File: config.mk
export PLATFORM = sky130hd
export DESIGN_NAME = twi_recover
export DESIGN_NICKNAME = d
export VERILOG_FILES = /design/src/rtl/twi_recover.sv
export SDC_FILE = /design/constraint.sdc
export NUM_CORES = 1
export LEC_CHECK = 0
export ABC_AREA = 1
export BUFFER_PORTS_ARGS = -buffer_cell sky130_fd_sc_hd__buf_2
export CAP_MARGIN = 30
export CORE_MARGIN = 2
export CORE_UTILIZATION = 30
export CTS_CLUSTER_DIAMETER = 80
export DETAILED_ROUTE_END_ITERATION = 8
export PLACE_DENSITY = 0.42
export SLEW_MARGIN = 20
export SYNTH_ARGS = -nofsm -noshare
export SYNTH_HDL_FRONTEND = slang
export SYNTH_SLANG_ARGS = --single-unit
File: constraint.sdc
create_clock -name clk -period 4.7 [get_ports clk]
set_input_delay 0.235 -clock clk [delete_from_list [all_inputs] [get_ports clk]]
set_output_delay 0.235 -clock clk [all_outputs]
set_load 0.02 [all_outputs]
File: src/rtl/twi_recover.sv
module twi_recover #(
  parameter int CLK_PER_US = 50,
  parameter int PULSES     = 9,
  parameter int LOW_US     = 2,
  parameter int HIGH_US    = 2,
  parameter int STRETCH_US = 1000,
  parameter int SETUP_US   = 1,
  parameter int SDA_LOW_US = 1,
  parameter int BUF_US     = 60
) (
  input  logic clk,
  input  logic rst_n,
  input  logic req,
  input  logic scl_in,
  input  logic sda_in,
  output logic scl_oe,
  output logic sda_oe,
  output logic busy,
  output logic done,
  output logic ok,
  output logic rest_warn
);

  localparam int LOW_N  = LOW_US * CLK_PER_US;
  localparam int HIGH_N = HIGH_US * CLK_PER_US;
  localparam int STR_N  = STRETCH_US * CLK_PER_US;
  localparam int SET_N  = SETUP_US * CLK_PER_US;
  localparam int SLO_N  = SDA_LOW_US * CLK_PER_US;
  localparam int BUF_N  = BUF_US * CLK_PER_US;
  localparam int MAX_N  = (STR_N > BUF_N) ? STR_N : BUF_N;
  localparam int TW     = $clog2(MAX_N + 2);
  localparam int PW     = $clog2(PULSES + 1);

  typedef enum logic [2:0] {
    S_IDLE, S_LOW, S_RISE, S_HIGH, S_SETUP, S_SDALO, S_BUF
  } st_t;

  st_t           state, nxt;
  logic [TW-1:0] tcnt;
  logic [PW-1:0] pcnt;
  logic          seen;

  function automatic logic at_end(input int n);
    return tcnt == TW'(n - 1);
  endfunction

  wire last_pulse = (pcnt == PW'(PULSES - 1));
  wire sda_hit    = seen | sda_in;

  assign scl_oe = (state == S_LOW);
  assign sda_oe = (state == S_SDALO);
  assign busy   = (state != S_IDLE);

  always_comb begin
    nxt = state;
    case (state)
      S_IDLE:  if (req) nxt = S_LOW;
      S_LOW:   if (at_end(LOW_N)) nxt = S_RISE;
      S_RISE:  if (scl_in || at_end(STR_N)) nxt = S_HIGH;
      S_HIGH:  if (at_end(HIGH_N))
                 nxt = !last_pulse ? S_LOW : (sda_hit ? S_SETUP : S_IDLE);
      S_SETUP: if (at_end(SET_N)) nxt = S_SDALO;
      S_SDALO: if (at_end(SLO_N)) nxt = S_BUF;
      S_BUF:   if (at_end(BUF_N)) nxt = S_IDLE;
      default: nxt = S_IDLE;
    endcase
  end

  always_ff @(posedge clk or negedge rst_n) begin
    if (!rst_n) begin
      state     <= S_IDLE;
      tcnt      <= '0;
      pcnt      <= '0;
      seen      <= 1'b0;
      done      <= 1'b0;
      ok        <= 1'b0;
      rest_warn <= 1'b0;
    end else begin
      state <= nxt;
      tcnt  <= (nxt != state) ? '0 : tcnt + 1'b1;
      done  <= 1'b0;
      if (state == S_IDLE && req) begin
        pcnt      <= '0;
        seen      <= 1'b0;
        ok        <= 1'b0;
        rest_warn <= 1'b0;
      end
      if (state == S_HIGH && at_end(HIGH_N)) begin
        seen <= sda_hit;
        pcnt <= pcnt + 1'b1;
        if (last_pulse) begin
          rest_warn <= sda_hit & ~(scl_in & sda_in);
          if (!sda_hit) done <= 1'b1;
        end
      end
      if (state == S_BUF && at_end(BUF_N)) begin
        done <= 1'b1;
        ok   <= 1'b1;
      end
    end
  end


  sda_scl_excl_chk: assert property (@(posedge clk) disable iff (!rst_n)
    sda_oe |-> !scl_oe);


  sda_after_release_chk: assert property (@(posedge clk) disable iff (!rst_n)
    $rose(sda_oe) |-> $past(!scl_oe));


  done_pulse_chk: assert property (@(posedge clk) disable iff (!rst_n)
    done |=> !done);


  busy_end_chk: assert property (@(posedge clk) disable iff (!rst_n)
    $fell(busy) |-> done);


  fail_nowarn_chk: assert property (@(posedge clk) disable iff (!rst_n)
    (done && !ok) |-> !rest_warn);


  pulse_budget_chk: assert property (@(posedge clk) disable iff (!rst_n)
    $rose(scl_oe) |-> (pcnt < PW'(PULSES)));

endmodule

[After elaboration in Yosys (flattened, before gate mapping)]
Cells that the tools add are included.
Cells by class
  add/sub/neg operators: 2
  equality and inequality tests: 12
  muxes and demuxes: 23
  bitwise logic cells: 4
  reductions and logical operators: 8
Operators by type and width (count)
  $mux 3: 9
  $pmux 3 s7: 1
  $add 16x1->16 const B: 1
  $eq 16x12->1 const B: 1
  $eq 16x16->1 const B: 1
  $eq 16x6->1 const B: 1
  $eq 16x7->1 const B: 1
  $mux 16: 1
  $mux 1: 10
  $eq 3x3->1 const B: 3
  $mux 4: 2
  $eq 3x2->1 const B: 2
  $add 4x1->4 const B: 1
  $eq 4x4->1 const B: 1
  $reduce_bool 2->1: 2
  $eq 3x1->1 const B: 1
  $logic_and 1x1->1: 3
  $logic_not 3->1: 1
  $ne 3x3->1: 1
  $reduce_bool 3->1: 1
  $and 1x1->1: 2
  $logic_or 1x1->1: 1
  $not 1->1: 1
  $or 1x1->1: 1
Storage, ports and cells
  register bits: 27
  input bits: 5
  word-level logic and storage cells: 56

[Depth between registers and ports, before layout]
  depth in word-level cells: 7
  mapped depth: 13

[Worst setup path before layout]
Ideal clock, no wire load.
  path type: reg-to-reg
  start point: register tcnt[0]
  end point: register tcnt[14]
  library setup time: 0.124 ns
  arrival: 1.602 ns
  setup slack: 2.974 ns
  cell stages (with the launch flop): 9
  path buffers: 0
  path through: dfrtp_1 > ha_1 > nand3_1 > nor2_1 > nand3_1 > nor3_1 > nand4_1 > xor2_1 > nor2_4
Between the ends
  longest elaborated chain between the ends: 6
RTL lines
  start: declaration: line 39  | logic [TW-1:0] tcnt;
  start signal: assignment: line 80  | tcnt <= (nxt != state) ? '0 : tcnt + 1'b1;
  $eq 16x16->1: line 44  | return tcnt == TW'(n - 1);
  $logic_or 1x1->1: line 59  | S_RISE: if (scl_in || at_end(STR_N)) nxt = S_HIGH;
  $mux 3: line 59
  $pmux 3 s7: line 56  | case (state)
  $ne 3x3->1: line 80
  $mux 16 (*): line 80
Every way passes the cells marked *; elsewhere a longest branch is shown, timed or not.
A chain may end at the register's enable or synchronous reset.

[Final worst setup path]
  start point: register tcnt[0]
  end point: register tcnt[2]
Between the ends
  longest elaborated chain between the ends: 6
RTL lines
  $eq 16x16->1: line 44
  $logic_or 1x1->1: line 59
  $mux 3: line 59
  $pmux 3 s7 (*): line 56
  net nxt[0]: line 38  | st_t state, nxt;
  $ne 3x3->1 (*): line 80
  $mux 16 (*): line 80
The timed path passes the listed nets; every way through them passes the cells marked *.

==> out/results.tsv <==
metric	value	unit
synth.area.top_cells	dfrtp_1 (37%), nor2_4 (8.1%), nand2_1 (7.9%), xor2_1 (5.8%), nor2_1 (5.4%)	
start_kind	flop	
postLayoutSetupSlackWorst	2700	ps
outcome	completed	
initial_utilization	0.308	
viasPerCell	4.46	
cp_max_fo	16	
nNetsFinal	233	
switching_share	0.232	
row_count	28	
portBuffers	10	
finalCoreUtilization	0.338	
cts_made_buffers	3	
grt_pass1_vias	1341	
hold_class	in -> reg	
grt_pass1_wl	6.38	mm
netlist_area	1800	um^2
synth-compound-area-share	0.0388	
firstDrtPassIters	4	
reg2reg_from	tcnt[0]$_DFF_PN0_	
wire_per_inst	12.1	um
synth_flop_cell	dfrtp_1	
synth-adder-area-share	0.0277	
crit_arrival	2210	ps
netlist_instances	210	
hold_viol	0	
core-area	5850	um^2
cts.sinks	27	
cts_root_buffer	clkbuf_8	
clock_latency	280	ps
totalWireLength	3.60	mm
slowest_delay	400	ps
fin_crit	2000	ps
combPwrFrac	0.021	
seq_area_frac_synth	0.374	
stdcell_count	298	
p_clk_frac	0.374	
drtIter0Drc	78	
io_pins	11	
yosys-mux-area-fraction	0	
die_y	81.6	um
die_x	81.6	um
clock_skew	2.79	ps
ys_types	33	
yosys.area.top_type_share	0.374	
antenna_found_initial	0	
vdd_drop_max	0.000110	V
p_leak	0.903	nW
maxCapViolations	0	
diodes	0	
critPathRequiredTime	4910	ps
yosysWarnings	0	
dp.cells	293	
die_area	6650	um^2
power_frac_seq	0.605	
synthSimpleGateAreaFrac	0.419	
avgSynthCellArea	8.59	um^2
fin_crit_sh	0.425	
synthXorXnorAreaFrac	0.0728	
cp_slowest_cell	dfrtp_1	
relSlewSlack	0.566	
via_count	1330	
max_freq	500	MHz
min_to	rest_warn$_DFF_PN0_	
setup_tns	0	ps
area_growth	9.71	%
worstPathCellList	ha_1 -> nand2_2 -> nor2_8 -> nand2_4 -> nand2_1 -> nand2_1 -> nor2_1 -> nand3_2 -> nand2_2 -> nand3_4 -> nor2_1	
layout-drive-gt1-share	0.256	
synth_top_family_by_area	simple AND/OR/NAND/NOR gates	
dpl.hpwl	2.73	mm
crit_type	reg -> reg	
power	0.384	mW
drcViolationCount	0	
min_path_cells	4	
post-cts-setup-buffers	0	
reg2reg_depth	11	
cts_tree	built	
syn-num-nets	219	
hp-start	sda_in	
path_clk_slew	100	ps
timing.rr.end	tcnt[2]$_DFF_PN0_	
synthArstFlopShare	1.00	
setup_viol_count_final	0	
power.switching	0.0889	mW
endpoint_kind	flop	
reg2reg_slack	2700	ps
final-max-slew-violation-count	0	
grtUsageTotal	0.125	
ys_ff_latch	27	
grt_overflow	0	
ant_nets	0	
synth-edff-count	0	
powerDensity	194	nW/um^2
grt_setup_unrepaired	no	
gp_congestion	0.743	
grt_max_degree	28	
dp_slack	2700	ps
clock_path_buffers	2	
cts_max_level	1	
intPower	0.295	mW
synth_area_leader_cell	dfrtp_1	
fill_cells	620	
max_slew.worst_pin.slew	651	ps
[cells in the mapped netlist (2+ instances only)]
| library cell | count |
|---|---|
| dfrtp_1 | 27 |
| ha_1 | 4 |
| inv_1 | 19 |
| inv_2 | 5 |
| nand2_1 | 38 |
| nand2_2 | 8 |
| nand3_1 | 15 |
| nand3_2 | 2 |
| nand4_1 | 6 |
| nor2_1 | 26 |
| nor2_2 | 3 |
| nor2_4 | 13 |
| nor2_8 | 3 |
| nor3_1 | 4 |
| nor3_2 | 3 |
| o21ai_0 | 4 |
| xnor2_1 | 3 |
| xor2_1 | 12 |
[layout by cell type (no fill, tap or decap), drive strengths merged, types with 2 or more instances in the layout]
master	count
nand2	47
nor2	45
dfrtp	27
inv	24
nand3	18
xor2	12
buf	10
nor3	8
nand4	6
o21ai	5
ha	4
xnor2	3
clkbuf	3
a21oi	2
[worst max path at each step]
stage | start | to | slack, ps | cells past startpoint
2_1_floorplan | tcnt[0]$_DFF_PN0_ | tcnt[14]$_DFF_PN0_ | 2970 | 8
5_1_grt | tcnt[15]$_DFF_PN0_ | tcnt[15]$_DFF_PN0_ | 2440 | 11
4_1_cts | tcnt[0]$_DFF_PN0_ | tcnt[2]$_DFF_PN0_ | 2670 | 11
3_3_place_gp | tcnt[7]$_DFF_PN0_ | tcnt[0]$_DFF_PN0_ | 2680 | 11
3_5_place_dp | tcnt[0]$_DFF_PN0_ | tcnt[2]$_DFF_PN0_ | 2700 | 11
6_report | tcnt[0]$_DFF_PN0_ | tcnt[2]$_DFF_PN0_ | 2700 | 11
[routing by layer]
layer	wire length, um	vias to the layer above	global-route usage
li1	-	691	-
met1	1900	621	0.183
met2	1570	12	0.189
met3	68	6	0.0165
met4	54	0	0.0390
met5	0	-	0
[critical path, delay by kind of cell, from the launching register on]
family	cells	cell delay, ps
DFF	1	400
and+or+nand+nor	10	1240
adders and majority gates	1	260
[cell type report]
class                           count  area, um^2  area share
Multi-Input combinational cell    156        1010       0.509
Sequential cell                    27         676       0.341
Inverter                           25        93.8      0.0474
Tap cell                           75        93.8      0.0474
Timing Repair Buffer               11        60.1      0.0303
Clock buffer                        3        41.3      0.0209
Clock inverter                      1        7.51     0.00379
[stage by stage]
step	hold WS (ps)	area, um^2
global placement	301	1920
global route	283	1980
CTS	232	1980
finish	235	1980
floorplan	-60.6	1800
detailed placement	306	1920
[registers in the layout, summed over array words and instances (netlist names)]
signal	count
tcnt	16
pcnt	4
state	3
done	1
ok	1
rest_warn	1
seen	1
[kinds of logic after synthesis]
| logic type | Yosys count |
|---|---|
| AOI/OAI and AO/OA | 11 |
| xor gates and xnor gates | 15 |
| adders and majority gates | 4 |
| buffers and inverters | 27 |
| DFF | 27 |
| and+or+nand+nor | 126 |
[what timing repair did]
action / in CTS / in global routing
hold endpoints to repair: 27 / 0
hold buffers: 1 / 0
setup endpoints to repair: 0 / 0
resized for setup: 0 / 0
[power by group through the flow]
| stage | Sequential (mW) | Clock, mW | Combinational, mW |
|---|---|---|---|
| 2_1_floorplan | 0.237 | 0 | 0.00107 |
| 3_3_place_gp | 0.237 | 0 | 0.00810 |
| 3_5_place_dp | 0.237 | 0 | 0.00815 |
| 4_1_cts | 0.232 | 0.150 | 0.00879 |
| 5_1_grt | 0.232 | 0.159 | 0.00969 |
| 6_report | 0.232 | 0.143 | 0.00820 |
Note: power is estimated with default switching activity, not from simulation.
